### src/rtl/pdf_pkg.sv
// Shared types and helpers for the panel depth reducer.
// Assumes a 2x2 ordered pattern indexed by {row bit, column bit}.
package pdf_pkg;

    // Timing flags that travel alongside a pixel.
    typedef struct packed {
        logic de;
        logic hs;
        logic vs;
    } pdf_sync_t;

    // Rank of a position inside the 2x2 ordered pattern.
    function automatic logic [1:0] pdf_rank(input logic y_odd, input logic x_odd);
        logic [1:0] r;
        case ({y_odd, x_odd})
            2'b00:   r = 2'd0;
            2'b01:   r = 2'd2;
            2'b10:   r = 2'd3;
            default: r = 2'd1;
        endcase
        return r;
    endfunction

endpackage

### src/rtl/pdf_phase.sv
// Frame parity tracker and per-pixel pattern/phase decode.
// Assumes frame_start is a single-cycle pulse; the pixel presented in
// the pulse cycle uses the parity from before the toggle.
module pdf_phase (
    input  logic       clk,
    input  logic       rst_n,
    input  logic       frame_start,
    input  logic       x_odd,
    input  logic       y_odd,
    output logic [1:0] rank,
    output logic       phase,
    output logic       parity
);
    import pdf_pkg::*;

    // Toggle the frame parity on every frame pulse.
    always_ff @(posedge clk) begin
        if (!rst_n)           parity <= 1'b0;
        else if (frame_start) parity <= ~parity;
    end

    // Decode pattern rank and checkerboard temporal phase.
    always_comb begin
        rank  = pdf_rank(y_odd, x_odd);
        phase = parity ^ x_odd ^ y_odd;
    end
endmodule

### src/rtl/pdf_round.sv
// Reduces one channel by a fixed number of discarded bits D, adding a
// threshold held in D+1 fractional bits and saturating at full scale.
// Assumes D >= 2 so the pattern rank and phase bit never overlap.
module pdf_round #(
    parameter int IN_W  = 6,
    parameter int DROP  = 2,
    localparam int OW   = IN_W - DROP,
    localparam int TW   = DROP + 1
) (
    input  logic [IN_W-1:0] pix,
    input  logic            dith_en,
    input  logic            frm_en,
    input  logic [1:0]      rank,
    input  logic            phase,
    output logic [OW-1:0]   q
);
    logic [OW-1:0]  upper;
    logic [DROP-1:0] low;
    logic [TW-1:0]  thr;
    logic [TW:0]    sum;
    logic           carry;

    // Split the pixel into kept and discarded fields.
    always_comb begin
        upper = pix[IN_W-1:DROP];
        low   = pix[DROP-1:0];
    end

    // Select the threshold according to which techniques are on.
    always_comb begin
        case ({dith_en, frm_en})
            2'b10:   thr = {rank, {(DROP-1){1'b0}}};
            2'b01:   thr = {phase, {DROP{1'b0}}};
            2'b11:   thr = {rank, {(DROP-1){1'b0}}} | {{(TW-1){1'b0}}, phase};
            default: thr = '0;
        endcase
    end

    // Add the threshold to the doubled fraction and detect overflow.
    always_comb begin
        sum   = {1'b0, low, 1'b0} + {1'b0, thr};
        carry = sum[TW];
    end

    // Round up one code unless already at full scale.
    always_comb begin
        if (carry && (upper != {OW{1'b1}})) q = upper + 1'b1;
        else                                q = upper;
    end
endmodule

### src/rtl/pdf_chan.sv
// One colour channel: both panel widths are built, the width select
// picks one; narrow results are zero-extended to the wide width.
// Assumes NARROW_W < WIDE_W < IN_W - 1.
module pdf_chan #(
    parameter int IN_W     = 6,
    parameter int WIDE_W   = 4,
    parameter int NARROW_W = 3,
    localparam int PAD_W   = WIDE_W - NARROW_W
) (
    input  logic [IN_W-1:0]   pix,
    input  logic              wide,
    input  logic              dith_en,
    input  logic              frm_en,
    input  logic [1:0]        rank,
    input  logic              phase,
    output logic [WIDE_W-1:0] q
);
    logic [WIDE_W-1:0]   q_wide;
    logic [NARROW_W-1:0] q_narrow;

    pdf_round #(.IN_W(IN_W), .DROP(IN_W - WIDE_W)) u_wide (
        .pix(pix), .dith_en(dith_en), .frm_en(frm_en),
        .rank(rank), .phase(phase), .q(q_wide)
    );

    pdf_round #(.IN_W(IN_W), .DROP(IN_W - NARROW_W)) u_narrow (
        .pix(pix), .dith_en(dith_en), .frm_en(frm_en),
        .rank(rank), .phase(phase), .q(q_narrow)
    );

    // Choose the result for the selected panel width.
    always_comb begin
        q = wide ? q_wide : {{PAD_W{1'b0}}, q_narrow};
    end
endmodule

### src/rtl/pdf_dither_frm.sv
// Top of the panel depth reducer: three channel rounders share one
// pattern/phase decode; result and timing flags are registered once.
// Assumes configuration inputs are quasi-static within a frame.
module pdf_dither_frm #(
    parameter int IN_W     = 6,
    parameter int WIDE_W   = 4,
    parameter int NARROW_W = 3,
    localparam int NCH     = 3
) (
    input  logic              clk,
    input  logic              rst_n,
    input  logic              cfg_dither_en,
    input  logic              cfg_frm_en,
    input  logic              cfg_wide,
    input  logic              frame_start,
    input  logic              in_de,
    input  logic              in_hs,
    input  logic              in_vs,
    input  logic              in_x_odd,
    input  logic              in_y_odd,
    input  logic [IN_W-1:0]   in_r,
    input  logic [IN_W-1:0]   in_g,
    input  logic [IN_W-1:0]   in_b,
    output logic              out_de,
    output logic              out_hs,
    output logic              out_vs,
    output logic [WIDE_W-1:0] out_r,
    output logic [WIDE_W-1:0] out_g,
    output logic [WIDE_W-1:0] out_b
);
    import pdf_pkg::*;

    logic [1:0]        rank;
    logic              phase;
    logic              frame_par;
    logic [IN_W-1:0]   pix [NCH];
    logic [WIDE_W-1:0] rnd [NCH];
    logic [WIDE_W-1:0] q_reg [NCH];
    pdf_sync_t         sync_reg;

    pdf_phase u_phase (
        .clk(clk), .rst_n(rst_n), .frame_start(frame_start),
        .x_odd(in_x_odd), .y_odd(in_y_odd),
        .rank(rank), .phase(phase), .parity(frame_par)
    );

    // Gather the channels into an array for the generate loop.
    always_comb begin
        pix[0] = in_r;
        pix[1] = in_g;
        pix[2] = in_b;
    end

    for (genvar ch = 0; ch < NCH; ch++) begin : g_ch
        pdf_chan #(.IN_W(IN_W), .WIDE_W(WIDE_W), .NARROW_W(NARROW_W)) u_chan (
            .pix(pix[ch]), .wide(cfg_wide), .dith_en(cfg_dither_en),
            .frm_en(cfg_frm_en), .rank(rank), .phase(phase), .q(rnd[ch])
        );

        // Register the channel, forcing zero outside active video.
        always_ff @(posedge clk) begin
            if (!rst_n)     q_reg[ch] <= '0;
            else if (in_de) q_reg[ch] <= rnd[ch];
            else            q_reg[ch] <= '0;
        end
    end

    // Delay the timing flags by the same single stage.
    always_ff @(posedge clk) begin
        if (!rst_n) sync_reg <= '0;
        else        sync_reg <= '{de: in_de, hs: in_hs, vs: in_vs};
    end

    // Drive the output ports from the pipeline registers.
    always_comb begin
        out_de = sync_reg.de;
        out_hs = sync_reg.hs;
        out_vs = sync_reg.vs;
        out_r  = q_reg[0];
        out_g  = q_reg[1];
        out_b  = q_reg[2];
    end
endmodule

### config.mk
export PLATFORM = sky130hd
export DESIGN_NAME = pdf_dither_frm
export DESIGN_NICKNAME = d
export VERILOG_FILES = /design/src/rtl/pdf_pkg.sv /design/src/rtl/pdf_phase.sv /design/src/rtl/pdf_round.sv /design/src/rtl/pdf_chan.sv /design/src/rtl/pdf_dither_frm.sv
export SDC_FILE = /design/constraint.sdc
export NUM_CORES = 1
export LEC_CHECK = 0
export BUFFER_PORTS_ARGS = -buffer_cell sky130_fd_sc_hd__buf_2
export CAP_MARGIN = 15
export CORE_UTILIZATION = 49
export DETAILED_ROUTE_END_ITERATION = 10
export GPL_ROUTABILITY_DRIVEN = 0
export GPL_TIMING_DRIVEN = 0
export MAX_ROUTING_LAYER = met4
export PLACE_DENSITY = 0.86
export SYNTH_ARGS = -nofsm -noshare
export SYNTH_HDL_FRONTEND = slang
export SYNTH_SLANG_ARGS = --single-unit
### constraint.sdc
create_clock -name clk -period 2.3 [get_ports clk]
set_input_delay 0.23 -clock clk [delete_from_list [all_inputs] [get_ports clk]]
set_output_delay 0.23 -clock clk [all_outputs]
set_load 0.01 [all_outputs]
Word-level counts from Yosys, hierarchy flattened:

Memories as Yosys holds them, arrays and structs flattened.
Index checks and enable logic that the tools add are counted.

* word-level logic and storage cells: 71
* memories kept: 1
* register bits: 4
* RAM bits: 12
* bits of input ports: 29
* output and inout bits: 15

* reduce and logical (&&, ||, !) cells: 7
* muxes and demuxes: 25
* equal/unequal tests: 11
* bitwise logic cells: 11
* add/subtract/negate cells: 12

Memory list
* q_reg: words 3, width 4, read ports 3, clocked after Yosys merged registers in 0, wr ports 3, RTL line pdf_dither_frm.sv:38 `logic [WIDE_W-1:0] q_reg [NCH];`

Operators with widths (count)
* $mux 4: 12
* $add 4x4->5: 3
* $add 3x3->4: 3
* $add 4x1->4 const B: 3
* $ne 4x4->1 const B: 3
* $pmux 4 s3: 1
* $add 3x1->3 const B: 3
* $mux 3: 3
* $ne 3x3->1 const B: 3
* $pmux 3 s3: 1
* $mux 1: 7
* $eq 2x2->1 const B: 3
* $logic_and 1x1->1: 6
* $or 1x1->1: 6
* $pmux 2 s3: 1
* $eq 2x1->1 const B: 2
* $or 4x1->4: 1
* $or 3x1->3: 1
* $logic_not 2->1: 1
* $xor 1x1->1: 2
* $not 1->1: 1

Logic depth before layout (Yosys ltp):

* depth in word-level cells: 10
* gate-level depth with buffers: 9
* gate-level depth less buffers: 9

By module:

Synthesis repeated with hierarchy kept, for this count alone.

* cells, all modules: 142
* area total of the unflattened synthesis: 1491.4 µm²

Modules (own cells, without submodules)
* pdf_dither_frm: instances 1, cells each 33, sequential area each 420.4 µm², area an instance 544.3 µm²
* pdf_round at g_ch[0].u_chan.u_wide ...: instances 3, cells each 18, sequential area each 0.0 µm², area an instance 140.1 µm²
* pdf_round at g_ch[0].u_chan.u_narrow ...: instances 3, cells each 11, sequential area each 0.0 µm², area an instance 103.8 µm²
* pdf_chan: instances 3, cells each 4, sequential area each 0.0 µm², area an instance 41.3 µm²
* pdf_phase: instances 1, cells each 10, sequential area each 20.0 µm², area an instance 91.3 µm²

Least setup slack after synthesis:

OpenSTA, ideal clock, no wires.

* kind: input port to flip-flop
* from: input port in_x_odd
* to: memory q_reg[2][2] (data pin)
* stages: 9
* setup time: 0.270 ns
* data arrival time: 1.799 ns
* data required time: 2.030 ns
* buffers on the path: 0
* path slack: 0.231 ns
* path through: xnor2_1 > xnor2_1 > nand2_1 > mux2i_1 > ha_1 > o2111a_1 > o21ai_0 > mux2i_1 > o22ai_1

RTL lines
* from (decl): RTL line pdf_dither_frm.sv:19 `input logic in_x_odd,`
* to (decl): RTL line pdf_dither_frm.sv:38

==> run metrics <==
outcome=complete, no violations; vias=1,080; die area=0.00268 mm^2; vias per cell=5.48; EDFF count, synth=12; Slew Limit Fails=0; fin crit period=2.11 ns; IO buf count=42; pin count of the biggest net entering global routing=11; clk slew on worst S/H paths=0.11 ns; CP Launch Type=flop; Clock Skews=0.0154 ns; Synth Register Bits=16; fillers=182; share of post-route cells with drive strength above 1=0.320; cell taking the most area after synthesis=edfxtp_1; min-delay worst type=input port to flop; area delta synth->final=26.8%; Netlist Area Pre-Place=0.00121 mm^2; r2r setup slk=0.19 ns; drt pass-1 iters=4; most common cell in the netlist=ha_1; CTS Buffer Depth=2; final worst setup slack=0.186 ns; wire length per cell=12.5 um; ys async rst share=0; Post-Syn Area per Cell=10.8 um^2; final-report setup violation count=0; crit end category=flop; VDD IR max=0.292 mV; Nets=216; Post-Syn Instances=112; non-filler cells, final=197; CP max stage cell=dfxtp_1; Root Buffer=clkbuf_4; overall power=0.000720 W; Die H=51.8 um; DRC=0; hold path startpoint=in_hs; leak pwr=0.720 nW; Inserted Diodes=0; CTS H-tree lvls=1; fin crit share=0.919; Min-Delay Endpoint=out_hs; Worst EP arrival=2.13 ns; dpl cell area=0.00150 mm^2; DP Cell Count=193; Die X=51.8 um; max FFs per register=12; largest stage delay on the critical path=0.38 ns; post-detail-place hpwl=2.00 mm; count of final hold-check violations=0; clock sink count=16; Multi-input gate area=796 um^2; top-area cell type share of the netlist area=0.297; pre-CTS WS=-0.227 ns; Initial Utilization=0.533; Max Freq=473 MHz; pwr dens=468 mW/mm^2; worst hold stages=2; Rows=17; Crit Path Category=flop to flop; sequential area share after synthesis=0.363; most area-consuming cells after synthesis=edfxtp_1 30%, ha_1 18%, mux2i_1 11%; Finished Cell Area=0.00154 mm^2; Ys Warns=0; worst r2r dst=q_reg[2][2]; CP max FO=6; Yosys cell types=23; CP Cell Sequence=xnor2_1 > nand2_1 > mux2i_4 > ha_1 > o2111a_1 > o21ai_0 > mux2i_1 > o22ai_1; IO Count=44; most frequent cells after synthesis=17 x ha_1, 13 x mux2i_1, 12 x edfxtp_1; register area=440 um^2; first-pass GRT wire length=3.83 mm; core area=0.00228 mm^2; DR iter-0 viols=12; most common flop cell mapped by yosys=edfxtp_1; Post-DRT Antenna Nets=0; grt total ovfl=0; Crit path required time=2.31 ns; Routed WL=2.46 mm; Worst R2R Path Depth=8; initial antenna violation count=0; RSZ-0062 raised after global routing=no; all-layer global routing usage=0.198; number of max-cap violations=0; Worst-Skew Late Latency=0.29 ns; Num CTS Buffers=3; launching point of the worst reg2reg path=u_phase.parity; CTS tree=done; vias in the first global route=966
-- how the worst max path moves through the flow --
stage | from | endpoint | slack, ns | depth (start not counted)
6_report | u_phase.parity | q_reg[2][2] | 0.19 | 8
5_1_grt | u_phase.parity | q_reg[0][2] | 0.04 | 8
4_1_cts | u_phase.parity | q_reg[0][2] | 0.06 | 8
3_5_place_dp | in_x_odd | q_reg[0][2] | -0.23 | 10
3_3_place_gp | in_x_odd | q_reg[2][2] | -0.09 | 10
2_1_floorplan | in_x_odd | q_reg[2][2] | 0.23 | 9
-- layout make-up --
class / count / area share
clock buffer: 4 / 0.0171
multi-input combinational: 100 / 0.517
buffer: 3 / 0.0106
tap: 28 / 0.0228
sequential: 16 / 0.286
inverter: 4 / 0.00976
timing repair buffer: 42 / 0.137
-- logic make-up (layout without fill, tap and decap cells) --
group,after synthesis,after routing,share of synthesized area
adders and majority gates,17,17,0.175
muxes,13,13,0.107
xor gates and xnor gates,9,9,0.0649
buffers and inverters,7,53,0.0258
and+or+nand+nor,19,19,0.0845
DFF,16,16,0.363
AOI/OAI and AO/OA,30,30,0.176
other,1,12,0.00309
-- cell usage in the layout (no fill, tap or decap) --
| cell | n |
|---|---|
| clkbuf_1 | 1 |
| inv_1 | 4 |
| o21ai_0 | 5 |
| and2_1 | 4 |
| a21oi_1 | 3 |
| xor2_1 | 4 |
| conb_1 | 12 |
| buf_1 | 1 |
| o21ai_2 | 3 |
| a21oi_2 | 3 |
| nand2b_1 | 4 |
| mux2i_4 | 1 |
| ha_1 | 17 |
| buf_4 | 1 |
| dfxtp_1 | 4 |
| nand3_1 | 3 |
| o22ai_1 | 9 |
| o21ai_1 | 1 |
| o2111a_1 | 3 |
| xnor2_1 | 5 |
| mux2i_1 | 12 |
| nand2_1 | 5 |
| buf_2 | 43 |
| or3_1 | 3 |
| clkbuf_4 | 3 |
| edfxtp_1 | 12 |
| o2111ai_1 | 3 |
-- power by group --
| group | switching (W) | internal (W) | total (W) |
|---|---|---|---|
| logic | 0.000119 | 0.000104 | 0.000224 |
| clock network | 0.0000916 | 0.0000673 | 0.000159 |
| registers | 0.00000481 | 0.000332 | 0.000337 |
| total | 0.000216 | 0.000504 | 0.000720 |
-- what timing repair did --
item | CTS | global route
cloned | 0 | 0
hold buffers | 0 | 0
gates resized for setup | 1 | 2
setup buffers | 0 | 0
pin swaps | 0 | 0
endpoints found under the setup margin | 2 | 3
-- through the flow --
step	TNS, ns	hold WS (ns)	util
after floorplan	0	0.352	-
after global placement	-0.538	0.437	0.659
after detailed placement	-1.26	0.441	0.659
after CTS	0	0.146	0.672
after global routing	0	0.152	0.676
final	0	0.151	0.676
-- critical path, delay by kind of cell, from the launching register on --
| family | cells | cell delay (ns) |
|---|---|---|
| AND/OR/NAND/NOR | 1 | 0.10 |
| flip-flops | 1 | 0.38 |
| multiplexers | 2 | 0.48 |
| AO/OA/AOI/OAI | 3 | 0.49 |
| adder cells (fa/ha/maj) | 1 | 0.28 |
| XOR/XNOR | 1 | 0.12 |
-- layer usage --
| layer | global-route usage | up-vias | wire, um |
|---|---|---|---|
| met4 | 0.0856 | 0 | 45 |
| met1 | 0.215 | 486 | 1010 |
| met5 | - | - | 0 |
| met3 | 0.0380 | 8 | 193 |
| li1 | - | 535 | - |
| met2 | 0.351 | 51 | 1200 |
No activity file was read; power rests on OpenSTA's default activity.
